### src/rtl/exc_pkg.sv
package exc_pkg;
    localparam int SR_W    = 16;
    localparam int SR_T    = 15;
    localparam int SR_S    = 13;
    localparam int SR_M    = 12;
    localparam int IPL_LO  = 8;
    localparam int IPL_W   = 3;
    localparam int VEC_W   = 8;
    localparam int TYPE_W  = 4;
    localparam int WORD_W  = 32;
    localparam int FMT_W   = 4;
    localparam int ALIGN_W = 2;

    typedef enum logic [2:0] {
        ST_IDLE,
        ST_VNUM,
        ST_IACK,
        ST_PUSH_HI,
        ST_PUSH_LO,
        ST_VREAD,
        ST_FETCH
    } st_e;

    typedef struct packed {
        st_e                st;
        logic               use_ack;
        logic [IPL_W-1:0]   lvl;
        logic [VEC_W-1:0]   vec;
        logic [SR_W-1:0]    sr_save;
        logic [SR_W-1:0]    sr_new;
        logic [WORD_W-1:0]  pc;
        logic [WORD_W-1:0]  sp;
        logic [ALIGN_W-1:0] align;
        logic [WORD_W-1:0]  handler;
    } seq_t;
endpackage

### src/rtl/exc_fault_map.sv
module exc_fault_map
    import exc_pkg::*;
#(
    parameter logic [(1<<TYPE_W)-1:0] NEXT_PC_MASK = '0
) (
    input  logic [TYPE_W-1:0] ftype,
    output logic [VEC_W-1:0]  vec,
    output logic              use_next
);
    localparam logic [VEC_W-1:0] VEC_OFS = VEC_W'(2);

    always_comb begin
        vec      = VEC_W'(ftype) + VEC_OFS;
        use_next = NEXT_PC_MASK[ftype];
    end
endmodule

### src/rtl/exc_sr_upd.sv
module exc_sr_upd
    import exc_pkg::*;
(
    input  logic [SR_W-1:0]  sr_in,
    input  logic             is_irq,
    input  logic [IPL_W-1:0] lvl,
    output logic [SR_W-1:0]  sr_new
);
    always_comb begin
        sr_new       = sr_in;
        sr_new[SR_S] = 1'b1;
        sr_new[SR_T] = 1'b0;
        if (is_irq) begin
            sr_new[SR_M]            = 1'b0;
            sr_new[IPL_LO +: IPL_W] = lvl;
        end
    end
endmodule

### src/rtl/exc_addr_gen.sv
module exc_addr_gen
    import exc_pkg::*;
#(
    parameter logic [WORD_W-1:0] IACK_BASE = 32'hFFFF_FFE0,
    parameter int                VBR_LSB   = 20
) (
    input  logic [WORD_W-1:0] vbr,
    input  logic [VEC_W-1:0]  vec,
    input  logic [IPL_W-1:0]  lvl,
    output logic [WORD_W-1:0] vec_addr,
    output logic [WORD_W-1:0] iack_addr
);
    localparam logic [WORD_W-1:0] BASE_MASK = ~((WORD_W'(1) << VBR_LSB) - WORD_W'(1));

    always_comb begin
        vec_addr  = (vbr & BASE_MASK) | {{(WORD_W-VEC_W-2){1'b0}}, vec, 2'b00};
        iack_addr = IACK_BASE + {{(WORD_W-IPL_W-2){1'b0}}, lvl, 2'b00};
    end
endmodule

### src/rtl/exc_entry_seq.sv
module exc_entry_seq
    import exc_pkg::*;
#(
    parameter logic [WORD_W-1:0]       IACK_BASE    = 32'hFFFF_FFE0,
    parameter logic [(1<<TYPE_W)-1:0]  NEXT_PC_MASK = 16'hC000,
    parameter int                      VBR_LSB      = 20,
    parameter logic [FMT_W-1:0]        FRAME_FMT    = 4'h4
) (
    input  logic              clk,
    input  logic              rst_n,
    input  logic              flt_req,
    input  logic [3:0]        flt_type,
    input  logic              irq_req,
    input  logic [2:0]        irq_lvl,
    input  logic [7:0]        irq_vec,
    input  logic              ack_en,
    input  logic [15:0]       sr_in,
    input  logic [31:0]       pc_fault,
    input  logic [31:0]       pc_next,
    input  logic [31:0]       ssp_in,
    input  logic [31:0]       vbr_in,
    output logic              bus_req,
    output logic              bus_we,
    output logic [31:0]       bus_addr,
    output logic [31:0]       bus_wdata,
    input  logic [31:0]       bus_rdata,
    input  logic              bus_rdy,
    output logic              busy,
    output logic [15:0]       sr_out,
    output logic [31:0]       ssp_out,
    output logic              fetch_valid,
    output logic [31:0]       fetch_addr
);
    localparam logic [WORD_W-1:0] FRAME_BYTES = WORD_W'(8);
    localparam logic [WORD_W-1:0] WORD_BYTES  = WORD_W'(4);

    seq_t seq_d, seq_q;

    logic [VEC_W-1:0]  flt_vec;
    logic              flt_next;
    logic [SR_W-1:0]   sr_upd;
    logic [WORD_W-1:0] vec_addr;
    logic [WORD_W-1:0] iack_addr;
    logic [WORD_W-1:0] frame_hi;

    exc_fault_map #(.NEXT_PC_MASK(NEXT_PC_MASK)) u_map (
        .ftype    (flt_type),
        .vec      (flt_vec),
        .use_next (flt_next)
    );

    exc_sr_upd u_sr (
        .sr_in  (sr_in),
        .is_irq (!flt_req),
        .lvl    (irq_lvl),
        .sr_new (sr_upd)
    );

    exc_addr_gen #(.IACK_BASE(IACK_BASE), .VBR_LSB(VBR_LSB)) u_addr (
        .vbr       (vbr_in),
        .vec       (seq_q.vec),
        .lvl       (seq_q.lvl),
        .vec_addr  (vec_addr),
        .iack_addr (iack_addr)
    );

    assign frame_hi = {FRAME_FMT, seq_q.align, 2'b00, seq_q.vec, seq_q.sr_save};

    always_comb begin
        seq_d = seq_q;
        unique case (seq_q.st)
            ST_IDLE: begin
                if (flt_req || irq_req) begin
                    seq_d.st      = ST_VNUM;
                    seq_d.use_ack = !flt_req && ack_en;
                    seq_d.lvl     = irq_lvl;
                    seq_d.vec     = flt_req ? flt_vec : irq_vec;
                    seq_d.sr_save = sr_in;
                    seq_d.sr_new  = sr_upd;
                    seq_d.pc      = (flt_req && !flt_next) ? pc_fault : pc_next;
                    seq_d.sp      = {ssp_in[WORD_W-1:2], 2'b00} - FRAME_BYTES;
                    seq_d.align   = ssp_in[ALIGN_W-1:0];
                end
            end
            ST_VNUM:    seq_d.st = seq_q.use_ack ? ST_IACK : ST_PUSH_HI;
            ST_IACK: begin
                if (bus_rdy) begin
                    seq_d.vec = bus_rdata[VEC_W-1:0];
                    seq_d.st  = ST_PUSH_HI;
                end
            end
            ST_PUSH_HI: if (bus_rdy) seq_d.st = ST_PUSH_LO;
            ST_PUSH_LO: if (bus_rdy) seq_d.st = ST_VREAD;
            ST_VREAD: begin
                if (bus_rdy) begin
                    seq_d.handler = bus_rdata;
                    seq_d.st      = ST_FETCH;
                end
            end
            ST_FETCH:   seq_d.st = ST_IDLE;
            default:    seq_d.st = ST_IDLE;
        endcase
    end

    always_ff @(posedge clk or negedge rst_n) begin
        if (!rst_n) seq_q <= '0;
        else        seq_q <= seq_d;
    end

    always_comb begin
        bus_req   = 1'b0;
        bus_we    = 1'b0;
        bus_addr  = '0;
        bus_wdata = '0;
        case (seq_q.st)
            ST_IACK: begin
                bus_req  = 1'b1;
                bus_addr = iack_addr;
            end
            ST_PUSH_HI: begin
                bus_req   = 1'b1;
                bus_we    = 1'b1;
                bus_addr  = seq_q.sp;
                bus_wdata = frame_hi;
            end
            ST_PUSH_LO: begin
                bus_req   = 1'b1;
                bus_we    = 1'b1;
                bus_addr  = seq_q.sp + WORD_BYTES;
                bus_wdata = seq_q.pc;
            end
            ST_VREAD: begin
                bus_req  = 1'b1;
                bus_addr = vec_addr;
            end
            default: ;
        endcase
    end

    assign busy        = (seq_q.st != ST_IDLE);
    assign sr_out      = seq_q.sr_new;
    assign ssp_out     = seq_q.sp;
    assign fetch_valid = (seq_q.st == ST_FETCH);
    assign fetch_addr  = seq_q.handler;
endmodule

### config.mk
export PLATFORM = sky130hd
export DESIGN_NAME = exc_entry_seq
export DESIGN_NICKNAME = d
export VERILOG_FILES = /design/src/rtl/exc_pkg.sv /design/src/rtl/exc_fault_map.sv /design/src/rtl/exc_sr_upd.sv /design/src/rtl/exc_addr_gen.sv /design/src/rtl/exc_entry_seq.sv
export SDC_FILE = /design/constraint.sdc
export NUM_CORES = 1
export LEC_CHECK = 0
export ABC_AREA = 1
export CORE_MARGIN = 2
export CORE_UTILIZATION = 48
export CTS_CLUSTER_DIAMETER = 50
export DETAILED_ROUTE_END_ITERATION = 16
export GPL_TIMING_DRIVEN = 0
export PLACE_DENSITY = 0.87
export SLEW_MARGIN = 20
export SYNTH_ARGS = -nofsm -noshare
export SYNTH_HDL_FRONTEND = slang
export SYNTH_SLANG_ARGS = --single-unit
### constraint.sdc
create_clock -name clk -period 2.98 [get_ports clk]
set_input_delay 0.596 -clock clk [delete_from_list [all_inputs] [get_ports clk]]
set_output_delay 0.596 -clock clk [all_outputs]
set_load 0.01 [all_outputs]
==> results_dict.tcl <==
set metrics [dict create \
    area_growth_pct 49.84 \
    use_met2_pct 56.46 \
    end_kind "primary output" \
    drv_cap 0 \
    synth.largest_area_cell "dfrtp_1" \
    startpoint_type "register" \
    gp_congestion 0.9181 \
    worstRegToRegCells 6 \
    cp_max_fo 10 \
    min_period_ps 2950 \
    cts-root-buf "clkbuf_16" \
    grt.busiest_layer "met2" \
    synthTopCellsByCount "nand2_1, inv_1, dfrtp_1" \
    critical_path_class "reg2out" \
    clk_path_buf_depth 2 \
    use_met1_pct 42.71 \
    ys_seq_elements 132 \
    coreArea_sq_um 18020 \
    synth-seq-area-share_pct 37.35 \
    multiInputGateArea_sq_um 4200 \
    grt_max_degree 100 \
    critPathMaxStageDelay_ps 590 \
    route.detailed.drc 0 \
    synth-xor-area-share_pct 1.486 \
    synthAdderAreaFrac_pct 0.5659 \
    r2r_end "ssp_out[23]$_DFFE_PN0P_" \
    final_max_slew_viol_count 0 \
    synthCells 1207 \
    fmax_mhz 338.9 \
    synth_simple_gate_area_share_pct 25.04 \
    global_route.usage.total_pct 33.51 \
    ir_worst_vdd_uv 625.5 \
    nets 1768 \
    finalCritPeriodShare_pct 99.01 \
    synth_largest_type_area_fraction_pct 37.35 \
    rows 49 \
    n_fill_cell 1457 \
    setup_ws_ps 29.55 \
    worstMarginPinSlew_ps 699.1 \
    crit_chain "buf_6 > nor2_4 > nand2_4 > clkbuf_2 > o21ai_1 > clkdlybuf4s50_1" \
    place_ws_ps 61.37 \
    status "finished clean" \
    pin_count 345 \
    synth-compound-area-share_pct 14.69 \
    ys_warn_count 0 \
    synth-edff-count 0 \
    critical_path_buf_inv_count 3 \
    dieArea_sq_um 19530 \
    die_h_microns 139.7 \
    synth.area.top_cells "dfrtp_1, nand2_1, buf_4" \
    synth_cell_types 45 \
    worst_ep_required_time_ps 2380 \
    leakage_nw 6.222 \
    start_util_pct 49.06 \
    drt-pass1-iter-count 7 \
    p_per_area_nw_per_um2 959.7 \
    cts_sinks 132 \
    skew_ps 11.67 \
    worstHoldPathType "in2async" \
    rsz0062_at_grt "yes" \
    dp_hpwl_microns 24980 \
    synthFlopType "dfrtp_1" \
    hold_viol 0 \
    htree_levels 4 \
    synth_top_family_by_area "simple AND/OR/NAND/NOR gates" \
    syn_avg_cell_area_sq_um 7.327 \
    grt_pass1_wl_microns 51100 \
    cts-buffers-inserted 17 \
    synth_area_sq_um 8843 \
    finalSetupViolCount 0 \
    synth_mux_area_share_pct 4.414 \
    synth-async-reset-ratio_pct 100.0 \
    grt_util_met3_pct 7.536 \
    antenna_found_initial 0 \
    crit_family "buffers and inverters" \
    clk_pin_slew_ps 60 \
    drt-initial-drc-count 785 \
    drive_gt1_share_pct 17.23 \
    first_global_vias 9431 \
    slew_headroom_pct 53.39 \
    total_power_mw 12.72 \
    cp_slowest_cell "clkdlybuf4s50_1" \
    antenna_left 0 \
    reg2reg_slack_ps 1110 \
    num_vias 9620 \
    io_buffers 319 \
    tritoncts "yes" \
    vias_per_cell 5.321 \
    insertion_delay_ps 430 \
    n_antenna_cell 0 \
    r2r_start "seq_q[142]$_DFFE_PN0P_" \
    routed_wl_microns 32730 \
    arrival_ps 2350 \
    seq_area_sq_um 3333 \
    overflow 0 \
    yosysMostFrequentCell "nand2_1" \
    die_w_microns 139.7 \
    wl_per_cell_microns 18.10 \
]
## routing by layer
layer	routed length (microns)	part of all wire (%)	vias up
li1	-	-	4532
met4	972	3.0	0
met2	15730	48	540
met1	12870	39	4468
met5	0	0	-
met3	3158	9.6	80
## cell usage in the layout, fill, tap and decap left out, drive strengths merged, types with 2 or more instances in the layout
master	n
a21oi	10
buf	131
bufinv	2
clkbuf	42
clkdlybuf4s50	295
clkinv	4
conb	5
dfrtp	132
dlygate4sd2	16
dlymetal6s2s	7
ha	4
inv	146
mux2	24
mux2i	3
nand2	317
nand3	81
nand4	8
nor2	112
nor3	4
o211ai	43
o21a	2
o21ai	146
o21bai	4
o22ai	14
or2	4
xnor2	3
xor2	12
## stage by stage
step | hold slack, ps | cells | area, sq um | TNS [ps] | util (%)
global route | 46.32 | 1808 | 13250 | -22.95 | 73.52
finish | 28.76 | 1808 | 13250 | 0 | 73.52
global placement | 454.4 | 1759 | 12340 | -524420 | 68.45
detailed placement | 464.4 | 1760 | 12370 | 0 | 68.63
floorplan | 300.4 | 1211 | 8859 | 0 | -
CTS | 35.23 | 1795 | 13040 | 0 | 72.34
## area by class of cell
| class | count | area share (%) |
|---|---|---|
| Buffer | 133 | 7.091 |
| Timing Repair Buffer | 337 | 25.29 |
| Multi-Input combinational cell | 803 | 31.70 |
| Sequential cell | 132 | 25.15 |
| Inverter | 143 | 4.069 |
| Clock inverter | 10 | 0.9159 |
| Clock buffer | 21 | 3.626 |
| Tap cell | 229 | 2.162 |
## worst max path at each step
stage | from | end | slack, ps | cells past startpoint
finish | seq_q[142]$_DFFE_PN0P_ | bus_wdata[0] | 30 | 6
global route | ssp_out[2]$_DFFE_PN0P_ | bus_addr[31] | -10 | 10
CTS | ssp_out[3]$_DFFE_PN0P_ | bus_addr[21] | 0.1 | 10
detailed placement | ssp_out[3]$_DFFE_PN0P_ | bus_addr[12] | 60 | 8
global placement | rst_n | seq_q[73]$_DFFE_PN0P_ | -3990 | 1
floorplan | ssp_out[3]$_DFFE_PN0P_ | bus_addr[12] | 960 | 7
## where the power goes
part	switching, mW	total [mW]	leakage [nW]	internal (mW)
Sequential	0.768	3.45	1.60	2.68
Clock	0.840	2.16	0.296	1.32
Combinational	3.52	7.11	4.32	3.58
## what timing repair did
action | in CTS | in global routing
pin swaps | 1 | 4
gates resized for setup | 49 | 53
hold buffers | 0 | 0
endpoints found under the setup margin | 50 | 38
buffers inserted | 4 | 13
## cells by family after synthesis
logic type,after synthesis
simple gates,529
buf+inv,276
compound gates,223
flops,132
mux,27
xor+xnor,15
fa+ha+maj,4
other cells,1
## sequential cells by signal, summed over array words and instances, names as in the netlist
| signal | cells |
|---|---|
| fetch_addr | 32 |
| frame_hi | 26 |
| seq_q | 39 |
| sr_out | 5 |
| ssp_out | 30 |
Power figures use the tool's default switching activity.
